File: config.mk
export PLATFORM = sky130hd
export DESIGN_NAME = frac_baud_gen
export DESIGN_NICKNAME = d
export VERILOG_FILES = /design/src/rtl/frac_baud_pkg.sv /design/src/rtl/fbg_tick_select.sv /design/src/rtl/fbg_frac_div.sv /design/src/rtl/fbg_post_div.sv /design/src/rtl/frac_baud_gen.sv
export SDC_FILE = /design/constraint.sdc
export NUM_CORES = 1
export LEC_CHECK = 0
export CELL_PAD_IN_SITES_DETAIL_PLACEMENT = 1
export CELL_PAD_IN_SITES_GLOBAL_PLACEMENT = 1
export CORE_AREA = 3 3 62 64
export CTS_CLUSTER_SIZE = 8
export DETAILED_ROUTE_END_ITERATION = 8
export DIE_AREA = 0 0 65 67
export HOLD_SLACK_MARGIN = 0.06
export PLACE_DENSITY = 0.84
export SLEW_MARGIN = 20
export SYNTH_ARGS = -nofsm -noshare
export SYNTH_HDL_FRONTEND = slang
export SYNTH_SLANG_ARGS = --single-unit
File: constraint.sdc
create_clock -name clk -period 10.2 [get_ports clk]
set_input_delay 1.53 -clock clk [delete_from_list [all_inputs] [get_ports clk]]
set_output_delay 1.53 -clock clk [all_outputs]
set_load 0.03 [all_outputs]
File: src/rtl/frac_baud_pkg.sv
package frac_baud_pkg;

    localparam int unsigned FB_N_W = 4;
    localparam int unsigned FB_K_W = 4;

    typedef enum logic {
        MODE_SYNC  = 1'b0,
        MODE_ASYNC = 1'b1
    } ser_mode_e;

    // Length descriptor for one divider period.
    typedef struct packed {
        logic [FB_N_W:0] n;
        logic            ext;
    } period_t;

    // A field of 0 stands for the largest ratio.
    function automatic logic [FB_N_W:0] decode_n(input logic [FB_N_W-1:0] f);
        if (f == '0)
            return (FB_N_W+1)'(1 << FB_N_W);
        return {1'b0, f};
    endfunction

    // The fraction is legal only asynchronously, with N strictly inside the range and K nonzero.
    function automatic logic frac_ok(input logic en, input ser_mode_e m,
                                     input logic [FB_N_W-1:0] nf,
                                     input logic [FB_K_W-1:0] k);
        return en && (m == MODE_ASYNC) && (nf >= (FB_N_W)'(2)) && (k != '0);
    endfunction

    function automatic logic [FB_K_W:0] frac_step(input logic [FB_K_W-1:0] k);
        return (FB_K_W+1)'(1 << FB_K_W) - {1'b0, k};
    endfunction

endpackage

File: src/rtl/fbg_tick_select.sv
module fbg_tick_select #(
    parameter int NSRC  = 4,
    parameter int SEL_W = $clog2(NSRC)
) (
    input  logic [NSRC-1:0]  pre_tick,
    input  logic [SEL_W-1:0] src_sel,
    output logic             tick
);
    logic [NSRC-1:0] hit;

    generate
        for (genvar i = 0; i < NSRC; i++) begin : g_src
            assign hit[i] = pre_tick[i] && (src_sel == SEL_W'(i));
        end
    endgenerate

    assign tick = |hit;
endmodule

File: src/rtl/fbg_frac_div.sv
module fbg_frac_div
    import frac_baud_pkg::*;
(
    input  logic              clk,
    input  logic              rst,
    input  logic              tick,
    input  logic [FB_N_W-1:0] n_field,
    input  logic [FB_K_W-1:0] k_field,
    input  logic              frac_en,
    input  ser_mode_e         mode,
    output logic              period_done
);
    logic [FB_N_W:0]   cnt;
    logic [FB_K_W-1:0] acc;
    period_t           held;

    logic [FB_K_W:0]   step;
    logic [FB_K_W:0]   sum;
    period_t           live;
    period_t           eff;
    logic              at_start;
    logic [FB_N_W:0]   eff_len;
    logic              last;

    always_comb begin
        step     = frac_ok(frac_en, mode, n_field, k_field) ? frac_step(k_field) : '0;
        sum      = {1'b0, acc} + step;
        live.n   = decode_n(n_field);
        live.ext = sum[FB_K_W];
        at_start = (cnt == '0);
        eff      = at_start ? live : held;
        eff_len  = eff.n + {{FB_N_W{1'b0}}, eff.ext};
        last     = (cnt == eff_len - (FB_N_W+1)'(1));
    end

    assign period_done = tick && last && !rst;

    always_ff @(posedge clk) begin
        if (rst) begin
            cnt  <= '0;
            acc  <= '0;
            held <= '0;
        end else if (tick) begin
            if (at_start) begin
                acc  <= sum[FB_K_W-1:0];
                held <= live;
            end
            cnt <= last ? '0 : cnt + (FB_N_W+1)'(1);
        end
    end

    // a period can only end on a counted strobe
    a_r11_done_on_tick: assert property (@(posedge clk) disable iff (rst)
        period_done |-> tick);

    // the captured length holds while a period is running and no strobe arrives
    a_r10_held_stable: assert property (@(posedge clk) disable iff (rst)
        (cnt != '0 && !tick) |=> $stable(held));

    // an extended period never uses N of 1 or 16
    a_r5_ext_range: assert property (@(posedge clk) disable iff (rst)
        (cnt != '0 && held.ext) |-> (held.n >= (FB_N_W+1)'(2) && held.n <= (FB_N_W+1)'((1 << FB_N_W) - 1)));

    // a running count stays inside the captured period
    a_r4_cnt_bound: assert property (@(posedge clk) disable iff (rst)
        (cnt != '0) |-> (cnt < held.n + {{FB_N_W{1'b0}}, held.ext}));
endmodule

File: src/rtl/fbg_post_div.sv
module fbg_post_div
    import frac_baud_pkg::*;
#(
    parameter int DIV_ASYNC = 16,
    parameter int DIV_SYNC  = 2
) (
    input  logic      clk,
    input  logic      rst,
    input  logic      sample,
    input  ser_mode_e mode,
    output logic      bit_tick
);
    localparam int MAXD = (DIV_ASYNC > DIV_SYNC) ? DIV_ASYNC : DIV_SYNC;
    localparam int P_W  = (MAXD > 2) ? $clog2(MAXD) : 1;

    logic [P_W-1:0] pcnt;
    logic [P_W-1:0] last_idx;
    logic           wrap;

    assign last_idx = (mode == MODE_ASYNC) ? P_W'(DIV_ASYNC - 1) : P_W'(DIV_SYNC - 1);
    assign wrap     = (pcnt >= last_idx);
    assign bit_tick = sample && wrap && !rst;

    always_ff @(posedge clk) begin
        if (rst)
            pcnt <= '0;
        else if (sample)
            pcnt <= wrap ? '0 : pcnt + P_W'(1);
    end

    // after a bit tick the post-divider restarts from zero
    a_r7_restart: assert property (@(posedge clk) disable iff (rst)
        bit_tick |=> (pcnt == '0));

    // in synchronous mode the post count never passes the last index when it produces a tick
    a_r6_sync_tick: assert property (@(posedge clk) disable iff (rst)
        (mode == MODE_SYNC && sample && pcnt == '0) |-> !bit_tick);
endmodule

File: src/rtl/frac_baud_gen.sv
module frac_baud_gen
    import frac_baud_pkg::*;
#(
    parameter int NSRC      = 4,
    parameter int SEL_W     = $clog2(NSRC),
    parameter int DIV_ASYNC = 16,
    parameter int DIV_SYNC  = 2
) (
    input  logic              clk,
    input  logic              rst,
    input  logic [NSRC-1:0]   pre_tick,
    input  logic [SEL_W-1:0]  src_sel,
    input  logic [FB_N_W-1:0] div_n,
    input  logic [FB_K_W-1:0] frac_k,
    input  logic              frac_en,
    input  logic              uart_mode,
    output logic              sample_tick,
    output logic              baud_tick
);
    ser_mode_e mode;
    logic      tick;

    assign mode = ser_mode_e'(uart_mode);

    fbg_tick_select #(.NSRC(NSRC), .SEL_W(SEL_W)) u_sel (
        .pre_tick (pre_tick),
        .src_sel  (src_sel),
        .tick     (tick)
    );

    fbg_frac_div u_div (
        .clk         (clk),
        .rst         (rst),
        .tick        (tick),
        .n_field     (div_n),
        .k_field     (frac_k),
        .frac_en     (frac_en),
        .mode        (mode),
        .period_done (sample_tick)
    );

    fbg_post_div #(.DIV_ASYNC(DIV_ASYNC), .DIV_SYNC(DIV_SYNC)) u_post (
        .clk      (clk),
        .rst      (rst),
        .sample   (sample_tick),
        .mode     (mode),
        .bit_tick (baud_tick)
    );

    // a bit tick is always also a sample tick
    a_r11_baud_in_sample: assert property (@(posedge clk) disable iff (rst)
        baud_tick |-> sample_tick);

    // a sample tick needs a strobe on the selected line
    a_r1_selected_source: assert property (@(posedge clk) disable iff (rst)
        sample_tick |-> pre_tick[src_sel]);
endmodule

==> out/results.txt <==
status = finished, final reports clean
RSZ-0062 raised after global routing = false
minimum clock period = 7510 ps
WL/cell = 16.1 um
CTS Hold Bufs = 0
placer congestion estimate = 0.841
Tot Pwr = 0.237 mW
Area Overhead vs Synth = 16.5%
total core area = 3340 um2
Die X-Extent = 65 um
worst setup margin = 2690 ps
Synth Net Count = 194
initial drt markers = 28
Post-Syn Instances = 162
max-slew violations = 0
async set-reset flop share out of synthesis = 0%
clk buf depth = 2
commonest cells after routing, fill and taps aside = clkdlybuf4s50_1 (19), dfxtp_1 (19), nor2_1 (15)
CP most frequent cell = ha_1
kind of critical path = input port to output pin
Via-to-Cell Ratio = 5.47
std cell rows = 21
Worst slew margin = 38.7%
Multi-input gate area = 985 um2
DP HPWL = 2950 um
crit-path leading delay family = buffers and inverters
Cell Count Post-Placement = 221
vias in the first global route = 1385
TNS Setup = 0 ps
post-synthesis cell type count = 44
Top Ports = 20
global routing's busiest layer = met2
max cap viols = 0
crit end category = output pin
Worst VDD drop = 0.0000790 V
clock skew = 3.73 ps
WL final = 3610 um
Place WS = 2650 ps
#FFs+latches synth = 19
final std cells w/o fill = 225
slowest CP cell = clkdlybuf4s50_1
layout cells sized above 1 = 10.6%
fmax = 133 MHz
Detail Route Antenna Nets = 0
die height = 67 um
synthesized area = 1440 um2
post-cts resize count = 0
sequential area share after synthesis = 26.4%
drt first pass iters = 4
worst-path cell chain = clkdlybuf4s50_1 -> o311ai_0 -> a21oi_1 -> and2_1 -> ha_1 -> inv_1 -> fa_1 -> inv_1 -> a21o_1 -> a21oi_1 -> nand2_1 -> o21ai_0 -> ha_1 -> ha_1 -> xor2_1 -> and3_1 -> nand4_2 -> nor3_2 -> and2_1 -> clkdlybuf4s50_1
EDFF count, synth = 0
leakage power total = 0.717 nW
Total GRT Usage = 19.3%
pwr dens = 141 nW/um2
Final Hold Vio Count = 0
fillers = 425
cells on worst reg2reg path = 11
# H-tree levels = 1
slew at the pin closest to its max-slew limit = 916 ps
area of the die = 4360 um2
clock-pin transition on the worst setup and hold timing paths = 120 ps
synth warn = 0
crit share post-route = 73.7%
initial core utilization = 43.2%
Sequential Area = 380 um2
antenna violations before repair = 0
Critical Path Stages = 20
Critical Path Source Type = input port
clk sinks = 19
setup bufs post-CTS = 0
WP data required = 8670 ps
clock buffer count from CTS = 3
maximum number of pins on one net before global-route repair = 21
port bufs = 19
clock latency on the worst-skew pair = 310 ps
Layout Nets = 212
Vias = 1231
hold path depth = 2
final number of setup-violating endpoints = 0
first-pass GRT wire length = 6450 um
DRC viols = 0
worst min-delay path class = flip-flop to flip-flop
total grt overflow = 0
Most used DFF post-synth = dfxtp_1
worst path buffer plus inverter count = 4
CTS tree = yes
GR Util met2 = 37.9%
WP data arrival = 5980 ps
met1 Track Usage GR = 21.3%
Root Driver = clkbuf_4
Max Fanout on Critical Path = 4
met3 Usage GRT = 3.71%
Mean Syn Cell Area = 8.89 um2
CP peak stage delay = 660 ps
Antenna diodes = 0
[final cells by class]
type	instances	area share, %
clock inverter	1	0.298
inverter	10	2.24
clock buffer	3	1.34
sequential	19	22.7
multi-input combinational	127	58.7
tap	46	3.43
timing repair buffer	19	11.3
[stage by stage]
stage | utilization [%] | area (um2) | hold slack, ps
final | 50.3 | 1680 | 485
after global routing | 50.3 | 1680 | 500
after global placement | 49.5 | 1650 | 445
after floorplan | - | 1440 | 436
after CTS | 50.3 | 1680 | 485
after detailed placement | 49.5 | 1650 | 459
[where the power goes]
| part | switching, mW | leakage, nW | internal (mW) | total, mW |
|---|---|---|---|---|
| combinational | 0.0608 | 0.545 | 0.0479 | 0.109 |
| clock | 0.0263 | 0.0177 | 0.0147 | 0.0410 |
| sequential | 0.00694 | 0.154 | 0.0803 | 0.0873 |
| total | 0.0941 | 0.717 | 0.143 | 0.237 |
[registers in the layout, summed over array words and instances, names as in the netlist]
| register | count |
|---|---|
| u_div.held | 6 |
| u_div.acc | 4 |
| u_post.pcnt | 4 |
| u_div.cnt | 5 |
[worst paths after layout]
kind	slack, ps	start	end
setup reg to reg	6850	u_div.cnt[0]	u_post.pcnt[2]
hold / removal	490	u_div.acc[0]	u_div.acc[0]
hold reg to reg	490	u_div.acc[0]	u_div.acc[0]
setup / recovery	2690	div_n[1]	baud_tick
[worst register-to-register path, stage by stage (launching register included)]
cell and delay (ps):
dfxtp_1 380, inv_1 90, ha_1 180, nor4b_4 690, mux2i_1 350, ha_1 240
ha_1 250, xor2_1 160, and3_1 220, and4_1 300, o211ai_1 120, a32o_1 270
[synthesized netlist by cell type, types with 2 or more instances]
master / instances / area share, %
xor2_1: 8 / 4.9
mux2i_1: 5 / 3.5
a21o_1: 2 / 1.0
ha_1: 13 / 11
dfxtp_1: 19 / 26
clkbuf_1: 4 / 1.0
nand2_1: 9 / 2.3
and2_1: 3 / 1.3
nand3_1: 7 / 2.4
xnor2_1: 5 / 3.0
nor4_1: 2 / 0.87
nor3b_1: 3 / 1.6
nand4_1: 3 / 1.3
inv_1: 10 / 2.6
buf_6: 2 / 1.6
o21ai_0: 2 / 0.70
nor3_1: 2 / 0.70
nor3_2: 7 / 4.9
nor2_1: 15 / 3.9
a21oi_1: 13 / 4.5
a211oi_1: 3 / 1.6
nor2b_1: 3 / 1.3
[cell families (layout without fill, tap and decap cells)]
group           count (synthesis)  after routing  share of synthesized area [%]
simple gates                   61             61                           26.0
fa+ha+maj                      14             14                           12.7
xor+xnor                       15             15                           10.2
mux                             7              7                           5.82
flops                          19             19                           26.4
compound gates                 30             30                           13.7
buf+inv                        16             33                           5.21
[layer usage]
metal | part of all wire [%] | routed length, um
met1 | 41 | 1490
met2 | 54 | 1960
met3 | 3.2 | 115
met4 | 1.2 | 45
met5 | 0 | 0
Note: power is estimated with default switching activity, not from simulation.
